File: src/rtl/prs_pkg.sv
package prs_pkg;
   localparam int unsigned PHY_AW   = 5;
   localparam int unsigned REG_AW   = 5;
   localparam int unsigned DATA_W   = 16;
   localparam logic [REG_AW-1:0] CTRL_REG = '0;
   localparam int unsigned RST_BIT  = 15;

   typedef enum logic [3:0] {
      ST_IDLE,
      ST_ARM_RD,
      ST_ARM_WR,
      ST_POLL_RD,
      ST_POLL_EVAL,
      ST_GAP,
      ST_FIX_CHK,
      ST_FIX_RD,
      ST_FIX_WR,
      ST_SETTLE,
      ST_REPORT
   } seq_state_e;
endpackage

File: src/rtl/prs_ms_timer.sv
module prs_ms_timer #(
   parameter int unsigned LIMIT = 50
) (
   input  logic clk,
   input  logic rst_n,
   input  logic clr,
   input  logic tick,
   output logic reached
);
   localparam int unsigned W = (LIMIT < 1) ? 1 : $clog2(LIMIT + 1);
   localparam logic [W-1:0] LIM = W'(LIMIT);

   logic [W-1:0] cnt_q;

   always_ff @(posedge clk or negedge rst_n) begin
      if (!rst_n) begin
         cnt_q <= '0;
      end else if (clr) begin
         cnt_q <= '0;
      end else if (tick && (cnt_q < LIM)) begin
         cnt_q <= cnt_q + W'(1);
      end
   end

   assign reached = (cnt_q >= LIM);
endmodule

File: src/rtl/prs_addr_mux.sv
module prs_addr_mux #(
   parameter int unsigned PORTS = 8,
   parameter int unsigned IW    = 4,
   parameter int unsigned AW    = 5
) (
   input  logic [PORTS*AW-1:0] tbl_i,
   input  logic [IW-1:0]       idx_i,
   output logic [AW-1:0]       addr_o
);
   logic [AW-1:0] entry [PORTS];

   for (genvar g = 0; g < PORTS; g++) begin : g_entry
      assign entry[g] = tbl_i[g*AW +: AW];
   end

   always_comb begin
      addr_o = '0;
      for (int k = 0; k < PORTS; k++) begin
         if (idx_i == IW'(k)) addr_o = entry[k];
      end
   end
endmodule

File: src/rtl/prs_req_port.sv
module prs_req_port #(
   parameter int unsigned AW         = 5,
   parameter int unsigned RW         = 5,
   parameter int unsigned DW         = 16,
   parameter bit          CLEAR_IDLE = 1'b1
) (
   input  logic          clk,
   input  logic          rst_n,
   input  logic          issue,
   input  logic          iss_wr,
   input  logic [AW-1:0] iss_phy,
   input  logic [RW-1:0] iss_reg,
   input  logic [DW-1:0] iss_data,
   output logic          req_valid,
   output logic          req_write,
   output logic [AW-1:0] req_phy,
   output logic [RW-1:0] req_reg,
   output logic [DW-1:0] req_wdata,
   input  logic          rsp_done,
   output logic          fin
);
   logic          vld_q;
   logic          wr_q;
   logic [AW-1:0] phy_q;
   logic [RW-1:0] reg_q;
   logic [DW-1:0] dat_q;

   assign fin = vld_q && rsp_done;

   always_ff @(posedge clk or negedge rst_n) begin
      if (!rst_n) begin
         vld_q <= 1'b0;
         wr_q  <= 1'b0;
         phy_q <= '0;
         reg_q <= '0;
         dat_q <= '0;
      end else if (fin) begin
         vld_q <= 1'b0;
      end else if (!vld_q && issue) begin
         vld_q <= 1'b1;
         wr_q  <= iss_wr;
         phy_q <= iss_phy;
         reg_q <= iss_reg;
         dat_q <= iss_data;
      end
   end

   assign req_valid = vld_q;

   if (CLEAR_IDLE) begin : g_masked
      assign req_write = vld_q & wr_q;
      assign req_phy   = vld_q ? phy_q : '0;
      assign req_reg   = vld_q ? reg_q : '0;
      assign req_wdata = vld_q ? dat_q : '0;
   end else begin : g_raw
      assign req_write = wr_q;
      assign req_phy   = phy_q;
      assign req_reg   = reg_q;
      assign req_wdata = dat_q;
   end
endmodule

File: src/rtl/port_reset_seq.sv
module port_reset_seq
   import prs_pkg::*;
#(
   parameter int unsigned MAX_PORTS  = 8,
   parameter int unsigned TIMEOUT_MS = 1000,
   parameter int unsigned GAP_MS     = 50,
   parameter bit          CLEAR_IDLE = 1'b1,
   localparam int unsigned CW = $clog2(MAX_PORTS + 1)
) (
   input  logic                       clk,
   input  logic                       rst_n,
   input  logic                       tick_ms,
   input  logic                       start,
   input  logic [CW-1:0]              port_count,
   input  logic [MAX_PORTS-1:0]       port_mask,
   input  logic [MAX_PORTS*PHY_AW-1:0] addr_table,
   output logic                       req_valid,
   output logic                       req_write,
   output logic [PHY_AW-1:0]          req_phy,
   output logic [REG_AW-1:0]          req_reg,
   output logic [DATA_W-1:0]          req_wdata,
   input  logic                       rsp_done,
   input  logic [DATA_W-1:0]          rsp_rdata,
   output logic                       busy,
   output logic                       done_pulse,
   output logic [MAX_PORTS-1:0]       done_mask
);
   localparam logic [CW-1:0] CNT_MAX = CW'(MAX_PORTS);
   localparam logic [DATA_W-1:0] RST_MASK = DATA_W'(1) << RST_BIT;

   if (MAX_PORTS < 1 || MAX_PORTS > 32) begin : g_bad_ports
      $error("MAX_PORTS must lie in 1..32");
   end
   if (GAP_MS < 1) begin : g_bad_gap
      $error("GAP_MS must be at least 1");
   end
   if (TIMEOUT_MS < 1) begin : g_bad_tmo
      $error("TIMEOUT_MS must be at least 1");
   end

   seq_state_e                   state_q;
   logic [CW-1:0]                idx_q;
   logic [CW-1:0]                cnt_q;
   logic [MAX_PORTS-1:0]         mask_q;
   logic [MAX_PORTS*PHY_AW-1:0]  tbl_q;
   logic [MAX_PORTS-1:0]         found_q;
   logic [MAX_PORTS-1:0]         result_q;
   logic [DATA_W-1:0]            rd_q;
   logic                         launched_q;

   logic                         in_range;
   logic [MAX_PORTS-1:0]         idx_oh;
   logic                         idx_found;
   logic [PHY_AW-1:0]            cur_phy;
   logic                         issue;
   logic                         iss_wr;
   logic [DATA_W-1:0]            iss_data;
   logic                         fin;
   logic                         gap_clr;
   logic                         gap_hit;
   logic                         tmo_clr;
   logic                         tmo_hit;

   assign in_range = (idx_q < cnt_q);

   always_comb begin
      idx_oh = '0;
      for (int k = 0; k < MAX_PORTS; k++) begin
         if (in_range && (idx_q == CW'(k))) idx_oh[k] = 1'b1;
      end
   end

   assign idx_found = |(found_q & idx_oh);

   prs_addr_mux #(
      .PORTS (MAX_PORTS),
      .IW    (CW),
      .AW    (PHY_AW)
   ) u_addr_mux (
      .tbl_i  (tbl_q),
      .idx_i  (idx_q),
      .addr_o (cur_phy)
   );

   assign gap_clr = !((state_q == ST_GAP) || (state_q == ST_SETTLE));
   assign tmo_clr = (state_q == ST_IDLE) || (state_q == ST_ARM_RD) ||
                    (state_q == ST_ARM_WR);

   prs_ms_timer #(.LIMIT(GAP_MS)) u_gap_timer (
      .clk     (clk),
      .rst_n   (rst_n),
      .clr     (gap_clr),
      .tick    (tick_ms),
      .reached (gap_hit)
   );

   prs_ms_timer #(.LIMIT(TIMEOUT_MS)) u_tmo_timer (
      .clk     (clk),
      .rst_n   (rst_n),
      .clr     (tmo_clr),
      .tick    (tick_ms),
      .reached (tmo_hit)
   );

   always_comb begin
      issue    = 1'b0;
      iss_wr   = 1'b0;
      iss_data = '0;
      unique case (state_q)
         ST_ARM_RD, ST_POLL_RD: begin
            issue = !launched_q && in_range;
         end
         ST_FIX_RD: begin
            issue = !launched_q;
         end
         ST_ARM_WR: begin
            issue    = !launched_q;
            iss_wr   = 1'b1;
            iss_data = rd_q | RST_MASK;
         end
         ST_FIX_WR: begin
            issue    = !launched_q;
            iss_wr   = 1'b1;
            iss_data = rd_q & ~RST_MASK;
         end
         default: ;
      endcase
   end

   prs_req_port #(
      .AW         (PHY_AW),
      .RW         (REG_AW),
      .DW         (DATA_W),
      .CLEAR_IDLE (CLEAR_IDLE)
   ) u_req_port (
      .clk       (clk),
      .rst_n     (rst_n),
      .issue     (issue),
      .iss_wr    (iss_wr),
      .iss_phy   (cur_phy),
      .iss_reg   (CTRL_REG),
      .iss_data  (iss_data),
      .req_valid (req_valid),
      .req_write (req_write),
      .req_phy   (req_phy),
      .req_reg   (req_reg),
      .req_wdata (req_wdata),
      .rsp_done  (rsp_done),
      .fin       (fin)
   );

   always_ff @(posedge clk or negedge rst_n) begin
      if (!rst_n) begin
         state_q    <= ST_IDLE;
         idx_q      <= '0;
         cnt_q      <= '0;
         mask_q     <= '0;
         tbl_q      <= '0;
         found_q    <= '0;
         result_q   <= '0;
         rd_q       <= '0;
         launched_q <= 1'b0;
      end else begin
         if (issue) launched_q <= 1'b1;
         unique case (state_q)
            ST_IDLE: begin
               if (start) begin
                  cnt_q   <= (port_count > CNT_MAX) ? CNT_MAX : port_count;
                  mask_q  <= port_mask;
                  tbl_q   <= addr_table;
                  found_q <= '0;
                  idx_q   <= '0;
                  state_q <= ST_ARM_RD;
               end
            end
            ST_ARM_RD: begin
               if (!in_range) begin
                  idx_q   <= '0;
                  state_q <= ST_POLL_RD;
               end else if (fin) begin
                  rd_q       <= rsp_rdata;
                  launched_q <= 1'b0;
                  state_q    <= ST_ARM_WR;
               end
            end
            ST_ARM_WR: begin
               if (fin) begin
                  launched_q <= 1'b0;
                  idx_q      <= idx_q + CW'(1);
                  state_q    <= ST_ARM_RD;
               end
            end
            ST_POLL_RD: begin
               if (!in_range) begin
                  state_q <= ST_POLL_EVAL;
               end else if (fin) begin
                  if (!rsp_rdata[RST_BIT]) found_q <= found_q | idx_oh;
                  launched_q <= 1'b0;
                  idx_q      <= idx_q + CW'(1);
               end
            end
            ST_POLL_EVAL: begin
               idx_q <= '0;
               if ((found_q == mask_q) || tmo_hit) state_q <= ST_FIX_CHK;
               else                                state_q <= ST_GAP;
            end
            ST_GAP: begin
               if (gap_hit) begin
                  idx_q   <= '0;
                  state_q <= ST_POLL_RD;
               end
            end
            ST_FIX_CHK: begin
               if (!in_range)      state_q <= ST_SETTLE;
               else if (idx_found) idx_q   <= idx_q + CW'(1);
               else                state_q <= ST_FIX_RD;
            end
            ST_FIX_RD: begin
               if (fin) begin
                  rd_q       <= rsp_rdata;
                  launched_q <= 1'b0;
                  state_q    <= ST_FIX_WR;
               end
            end
            ST_FIX_WR: begin
               if (fin) begin
                  launched_q <= 1'b0;
                  idx_q      <= idx_q + CW'(1);
                  state_q    <= ST_FIX_CHK;
               end
            end
            ST_SETTLE: begin
               if (gap_hit) begin
                  result_q <= found_q;
                  state_q  <= ST_REPORT;
               end
            end
            ST_REPORT: begin
               state_q <= ST_IDLE;
            end
            default: state_q <= ST_IDLE;
         endcase
      end
   end

   assign busy       = (state_q != ST_IDLE);
   assign done_pulse = (state_q == ST_REPORT);
   assign done_mask  = result_q;
endmodule

File: config.mk
export PLATFORM = sky130hd
export DESIGN_NAME = port_reset_seq
export DESIGN_NICKNAME = d
export VERILOG_FILES = /design/src/rtl/prs_pkg.sv /design/src/rtl/prs_ms_timer.sv /design/src/rtl/prs_addr_mux.sv /design/src/rtl/prs_req_port.sv /design/src/rtl/port_reset_seq.sv
export SDC_FILE = /design/constraint.sdc
export NUM_CORES = 1
export LEC_CHECK = 0
export BUFFER_PORTS_ARGS = -buffer_cell sky130_fd_sc_hd__buf_2
export CAP_MARGIN = 15
export CORE_UTILIZATION = 50
export DETAILED_ROUTE_END_ITERATION = 10
export PLACE_DENSITY_LB_ADDON = 0.15
export RECOVER_POWER = 25
export SKIP_LAST_GASP = 1
export SLEW_MARGIN = 20
export SYNTH_ARGS = -nofsm -noshare
export SYNTH_HDL_FRONTEND = slang
export SYNTH_SLANG_ARGS = --single-unit
File: constraint.sdc
create_clock -name clk -period 3.5 [get_ports clk]
set_input_delay 0.35 -clock clk [delete_from_list [all_inputs] [get_ports clk]]
set_output_delay 0.35 -clock clk [all_outputs]
set_load 0.005 [all_outputs]
# ---- After elaboration in Yosys (flattened, before gate mapping)
# Cells that the tools add are included.
dict set report op_classes {
  n_addsub 3
  order_cmp 6
  n_eq_ne 35
  n_mux 61
  bitwise 4
  n_reduce_logical 38
}
# operator n
set op_table {}
lappend op_table {{$mux 4} 19}
lappend op_table {{$pmux 16 s2} 2}
lappend op_table {{$mux 16} 3}
lappend op_table {{$mux 5} 9}
lappend op_table {{$pmux 4 s10} 1}
lappend op_table {{$eq 4x3->1 const B} 8}
lappend op_table {{$mux 8} 4}
lappend op_table {{$ne 2x2->1 const B} 14}
lappend op_table {{$pmux 4 s7} 1}
lappend op_table {{$mux 10} 2}
lappend op_table {{$eq 4x2->1 const B} 4}
lappend op_table {{$pmux 8 s2} 1}
lappend op_table {{$mux 1} 14}
lappend op_table {{$logic_and 1x1->1} 13}
lappend op_table {{$eq 4x4->1 const B} 3}
lappend op_table {{$mux 6} 2}
lappend op_table {{$add 10x1->10 const B} 1}
lappend op_table {{$ge 10x10->1 const B} 1}
lappend op_table {{$lt 10x10->1 const B} 1}
lappend op_table {{$reduce_and 9->1} 1}
lappend op_table {{$and 8x8->8} 1}
lappend op_table {{$eq 4x1->1 const B} 2}
lappend op_table {{$eq 8x8->1} 1}
lappend op_table {{$logic_not 4->1} 2}
lappend op_table {{other kinds (24)} 37}
dict set report totals {
  regBits 132
  in_bits 73
  out_inout_bits 38
  wordCells 162
}

# ---- Longest topological paths before layout
dict set report logic_depth {
  ltp_word 9
  mapped_depth 10
  mapped_depth_nobuf 8
}

# ---- By module
# From an unflattened synthesis, not the netlist that was laid out.
dict set report hier_totals {
  cells_unflattened 697
  hier_area_um2 7091.8
}
# mod instances cells_each area_each_um2 seq_area_each_um2
set by_module_without_submodules {}
lappend by_module_without_submodules {port_reset_seq 1 449 4346.7 2302.2}
lappend by_module_without_submodules {prs_req_port 1 92 1332.5 700.7}
lappend by_module_without_submodules {{prs_ms_timer (u_tmo_timer)} 1 58 550.5 250.2}
lappend by_module_without_submodules {prs_addr_mux 1 61 483.0 0.0}
lappend by_module_without_submodules {{prs_ms_timer (u_gap_timer)} 1 37 379.1 150.1}

# ---- Worst setup path after synthesis
# OpenSTA, ideal clock, no wires.
dict set report synth_timing {
  path_kind {reg-to-reg}
  start {reg idx_q[1]}
  end {reg idx_q[3]}
  setup_ps 79
  arrival_ps 2379
  t_required_ps 3421
  setup_slack_ps 1041
  path_stages_with_launch 7
  path_buffers 0
  period_less_slack_ps 2459
  cell_sequence {dfrtp_1 > ha_1 > a2111oi_4 > o2111ai_1 > a2111o_1 > or4_1 > mux2i_1}
}
dict set report synth_between {
  elab_chain_len 7
  word_cells_on_any_way 38
  cone_classes {add/sub (1); order compare (1); eq/ne (11); mux (13); bitwise (1); reduce/logical (11)}
}
# element line
set synth_rtl {}
lappend synth_rtl {{from (decl)} port_reset_seq.sv:42} ;# logic [CW-1:0] idx_q;
lappend synth_rtl {{from (signal assigned)} port_reset_seq.sv:189} ;# idx_q <= idx_q + CW'(1);
lappend synth_rtl {{from (signal assigned)} port_reset_seq.sv:199} ;# idx_q <= idx_q + CW'(1);
lappend synth_rtl {{from (signal assigned)} port_reset_seq.sv:215} ;# else if (idx_found) idx_q <= idx_q + CW'(1);
lappend synth_rtl {{$lt 4x4->1, or another cell as far along} port_reset_seq.sv:64} ;# assign in_range = (idx_q < cnt_q);
lappend synth_rtl {{$logic_and 1x1->1} port_reset_seq.sv:69} ;# if (in_range && (idx_q == CW'(k))) idx_oh[k] = 1'b1;
lappend synth_rtl {{$mux 1} port_reset_seq.sv:69}
lappend synth_rtl {{$and 8x8->8} port_reset_seq.sv:73} ;# assign idx_found = |(found_q & idx_oh);
lappend synth_rtl {{$reduce_or 8->1} port_reset_seq.sv:73}
lappend synth_rtl {{$ne 2x2->1 (no line)} --}
lappend synth_rtl {{$reduce_and 7->1 (no line)} --}
# Several ways; a longest one is shown, not always the timed one. The select of a mux whose other input is x is not followed.
# A chain may end at the register's enable or synchronous reset.

# ---- Worst setup path in the final report
dict set report layout_timing {
  start {reg state_q[1]}
  end {reg u_req_port.phy_q[1]}
}
dict set report layout_between {
  elab_chain_len 5
  word_cells_on_any_way 10
  cone_classes {eq/ne (5); mux (1); reduce/logical (4)}
}
# element line
set layout_rtl {}
lappend layout_rtl {{from (decl)} port_reset_seq.sv:41} ;# seq_state_e state_q;
lappend layout_rtl {{from (signal assigned)} port_reset_seq.sv:154} ;# state_q <= ST_IDLE;
lappend layout_rtl {{from (signal assigned)} port_reset_seq.sv:173} ;# state_q <= ST_ARM_RD;
lappend layout_rtl {{from (signal assigned)} port_reset_seq.sv:179} ;# state_q <= ST_POLL_RD;
lappend layout_rtl {{$eq 4x2->1, or another cell as far along} port_reset_seq.sv:109} ;# unique case (state_q)
lappend layout_rtl {{$reduce_or 3->1 (no line) / $reduce_or 2->1 (equally long branches)} --}
lappend layout_rtl {{$pmux 1 s2 (*)} port_reset_seq.sv:109}
lappend layout_rtl {{$logic_and 1x1->1 (*)} prs_req_port.sv:39} ;# end else if (!vld_q && issue) begin
lappend layout_rtl {{$reduce_and 2->1 (no line) (*)} --}
lappend layout_rtl {{to (signal assigned)} prs_req_port.sv:42} ;# phy_q <= iss_phy;
lappend layout_rtl {{to (decl)} prs_req_port.sv:24} ;# logic [AW-1:0] phy_q;
# Every way passes the cells marked *; elsewhere a longest branch is shown, timed or not.

==> flow_summary.yaml <==
cts:
  path_clk_slew_ns: 0.05
  h-tree-depth: 4
  ctsResizeCount: 0
  clock_sinks: 131
  root_buffer: "sky130_fd_sc_hd__clkbuf_16"
  number_of_setup_buffers_added_after_cts: 0
  clockBufferDepth: 2
  cts.hold.buffers_added: 0
  cts_tree: "built"
  worstSkewPairLatency_ns: 0.41
  cts-buffers-inserted: 17
global_routing:
  via_count_of_the_first_global_routing_pass: 5034
  grt.total_usage_pct: 23.8
  global_route.overflow_total: 0
  antenna_violations_before_repair: 0
  pin_count_of_the_biggest_net_entering_global_routing: 57
  grt_pass1_wl_um: 24200
logic_synthesis:
  proportion_of_synthesized_chip_area_in_sequential_cells_pct: 51.6
  synth-edff-count: 0
  dominantRegCellSynth: "sky130_fd_sc_hd__dfrtp_1"
  synth.cell_area_mm2: 0.00636
  cells_after_synthesis: 687
  synth_warn: 0
  yosys_register_bits: 131
  synth.lib_cells_used.distinct: 51
  synth-async-reset-ratio_pct: 100
  postSynthAreaPerCell_um2: 9.26
critical_path:
  critical_path_start_type: "register"
  criticalPathCategory: "register to register"
  worst-endpoint-required_ns: 3.80
  crit_path_end_kind: "register"
  worstPathMaxFanout: 23
  worstPathArrival_ns: 3.23
status:
  failed_checks: "capacitance limit, slew limit"
  run_status: "finished, violations left"
routing:
  final_antenna_net_count: 0
  num_vias: 5176
  wire_per_inst_um: 14.9
  totalWireLength_um: 14400
  detailedRoute.firstIterationViolations: 395
  viasPerCell: 5.37
  firstDrtPassIters: 5
  drcViolationCount: 0
floorplan:
  fp.dieH_um: 115
  initial_core_util_pct: 52.1
  die-area_mm2: 0.0132
  core_area_mm2: 0.0122
  die_x_um: 115
  io_pins: 111
  rows: 40
power:
  internal-power_mw: 3.67
  comb_power_share_pct: 30.8
  vdd.ir_drop.worst_v: 0.000391
  seq_power_share_pct: 40.4
  p_clk_share_pct: 28.8
  switching_share_pct: 34.5
  switchingPower_mw: 1.94
  power.static_leakage_nw: 3.75
  cellPowerDensity_mw_per_mm2: 740
placed_design:
  dp_hpwl_um: 9950
  gp_congestion: 0.915
  buffer_ports.inserted: 105
  placedCellCount: 932
  detailed_place.area_mm2: 0.00703
sta:
  fmax_mhz: 341
  grt_setup_unrepaired: "false"
  tightest_slew_ns: 3.14
  finalHoldViolations: 0
  finalSetupViolCount: 0
  finClkSkew_ns: 0.00551
  fin_crit_sh_pct: 83.8
  max_slew_headroom_pct: -110
  slew_viol_final: 56
  totalNegativeSetupSlack_ns: 0
  final.min_clock_period_ns: 2.93
cells_and_area:
  fill_cells: 1084
  final_cell_area_mm2: 0.00758
  antenna_cells_inserted: 0
  area_growth_syn_to_layout_pct: 19.2
  fin_cells: 964
  post_route_cells_drive_above_1_share_pct: 22.5
  fin_nets: 867
min_path:
  hold_path.class: "input port to register"
run:
  max_cap_violations: 1
## registers in the layout, summed over array words and instances (netlist names)
| signal | cells |
|---|---|
| idx_q | 4 |
| u_req_port.req_valid | 1 |
| tbl_q | 40 |
| u_req_port.dat_q | 16 |
| u_req_port.wr_q | 1 |
| found_q | 8 |
| state_q | 4 |
| rd_q | 15 |
| u_req_port.phy_q | 5 |
| launched_q | 1 |
| cnt_q | 4 |
| done_mask | 8 |
| u_gap_timer.cnt_q | 6 |
| u_tmo_timer.cnt_q | 10 |
| mask_q | 8 |
## routing by layer
metal	part of all wire [%]	wire length, um	global-route usage (%)	vias to the layer above
met5	0	0	0	-
met3	5.6	812	5.64	31
li1	-	-	-	2506
met2	48	6890	38.1	170
met4	2.2	310	10.6	0
met1	44	6370	31.1	2469
## synth_stat cells, types with 3 or more instances
cell | instances | share of area, %
sky130_fd_sc_hd__nor2_1 | 55 | 3.2
sky130_fd_sc_hd__nand3b_1 | 7 | 0.83
sky130_fd_sc_hd__nor2b_1 | 4 | 0.39
sky130_fd_sc_hd__nand2b_1 | 8 | 0.79
sky130_fd_sc_hd__or4_1 | 3 | 0.35
sky130_fd_sc_hd__xnor2_1 | 12 | 1.7
sky130_fd_sc_hd__a22oi_1 | 6 | 0.71
sky130_fd_sc_hd__xor2_1 | 6 | 0.83
sky130_fd_sc_hd__nand4_1 | 7 | 0.69
sky130_fd_sc_hd__ha_1 | 11 | 2.2
sky130_fd_sc_hd__a21oi_1 | 14 | 1.1
sky130_fd_sc_hd__o41ai_1 | 7 | 0.96
sky130_fd_sc_hd__a21o_1 | 7 | 0.83
sky130_fd_sc_hd__or2_2 | 4 | 0.39
sky130_fd_sc_hd__or3_1 | 6 | 0.59
sky130_fd_sc_hd__nand3_1 | 23 | 1.8
sky130_fd_sc_hd__inv_1 | 29 | 1.7
sky130_fd_sc_hd__nand2_1 | 176 | 10
sky130_fd_sc_hd__a221oi_1 | 6 | 0.83
sky130_fd_sc_hd__buf_4 | 5 | 0.59
sky130_fd_sc_hd__o21ai_0 | 33 | 2.6
sky130_fd_sc_hd__nor3_1 | 8 | 0.63
sky130_fd_sc_hd__mux2_2 | 30 | 5.3
sky130_fd_sc_hd__a31oi_1 | 6 | 0.59
sky130_fd_sc_hd__and2_1 | 9 | 0.89
sky130_fd_sc_hd__clkbuf_1 | 33 | 1.9
sky130_fd_sc_hd__dfrtp_1 | 131 | 52
sky130_fd_sc_hd__a211oi_1 | 11 | 1.3
## through the flow
stage	utilization, %	hold slack [ns]	setup WS (ns)	total power [mW]
CTS	62.0	0.0158	0.589	5.62
global route	62.1	0.119	0.177	5.99
global placement	57.6	0.454	0.762	3.92
finish	62.1	0.123	0.566	5.61
floorplan	-	0.0544	1.04	3.50
detailed placement	57.6	0.459	0.596	3.99
## cell families (layout without fill, tap and decap cells)
group,count (synthesis),count (layout),synth area share [%]
xor gates and xnor gates,18,18,2.48
other,1,5,0.0590
AOI/OAI and AO/OA,108,108,11.7
buffers and inverters,68,173,4.33
and+or+nand+nor,318,318,22.1
muxes,32,32,5.63
DFF,131,131,51.6
adders and majority gates,11,11,2.16
## cell type report
type | count | area [um2] | area share, %
flip-flops and latches | 131 | 3280 | 43.3
multi-input cells | 492 | 2830 | 37.4
repair buffers | 112 | 602 | 7.94
clock buffers | 28 | 527 | 6.95
well taps | 168 | 210 | 2.77
inverters | 29 | 109 | 1.44
clock inverters | 4 | 20.0 | 0.264
## power groups by stage
stage	registers [mW]	clock network (mW)	logic, mW
global route	2.33	1.71	1.95
CTS	2.26	1.64	1.72
detailed placement	2.29	0	1.70
global placement	2.27	0	1.65
floorplan	2.14	0	1.36
finish	2.27	1.61	1.73
## worst paths after layout
kind / start / endpoint / slack, ns / cells past startpoint
max: state_q[1] / u_req_port.phy_q[1] / 0.57 / 5
min: addr_table[32] / tbl_q[32] / 0.12 / 3
max reg2reg: state_q[1] / u_req_port.phy_q[1] / 0.57 / 5
min reg2reg: tbl_q[34] / tbl_q[34] / 0.47 / 2
max in group asynchronous: rst_n / cnt_q[3] / 0.75 / 1
min in group asynchronous: rst_n / u_tmo_timer.cnt_q[4] / 0.97 / 1
## placed cells by master (no fill, tap or decap), types with 5 or more instances in the layout
master	instances
sky130_fd_sc_hd__buf_2	104
sky130_fd_sc_hd__and2_1	9
sky130_fd_sc_hd__a22oi_1	6
sky130_fd_sc_hd__a221oi_1	6
sky130_fd_sc_hd__nor3_1	8
sky130_fd_sc_hd__or3_1	6
sky130_fd_sc_hd__buf_4	5
sky130_fd_sc_hd__clkbuf_8	6
sky130_fd_sc_hd__a21o_1	7
sky130_fd_sc_hd__a21oi_1	14
sky130_fd_sc_hd__o41ai_1	7
sky130_fd_sc_hd__xor2_1	6
sky130_fd_sc_hd__a31oi_1	6
sky130_fd_sc_hd__a211oi_1	10
sky130_fd_sc_hd__xnor2_1	12
sky130_fd_sc_hd__clkbuf_16	17
sky130_fd_sc_hd__ha_1	11
sky130_fd_sc_hd__dfrtp_1	131
sky130_fd_sc_hd__nor2_1	54
sky130_fd_sc_hd__mux2_2	30
sky130_fd_sc_hd__nand2b_1	8
sky130_fd_sc_hd__nand2_1	176
sky130_fd_sc_hd__nand3b_1	7
sky130_fd_sc_hd__nand4_1	7
sky130_fd_sc_hd__clkbuf_1	6
sky130_fd_sc_hd__nand3_1	23
sky130_fd_sc_hd__o21ai_0	33
sky130_fd_sc_hd__inv_1	29
sky130_fd_sc_hd__conb_1	5
## critical path: stages (launching register included)
cell	delay (ns)
sky130_fd_sc_hd__dfrtp_1	0.73
sky130_fd_sc_hd__nor4b_1	0.47
sky130_fd_sc_hd__or2_2	0.43
sky130_fd_sc_hd__nand2b_1	0.22
sky130_fd_sc_hd__and2_1	0.57
sky130_fd_sc_hd__mux2_2	0.40
No activity file was read; power rests on OpenSTA's default activity.
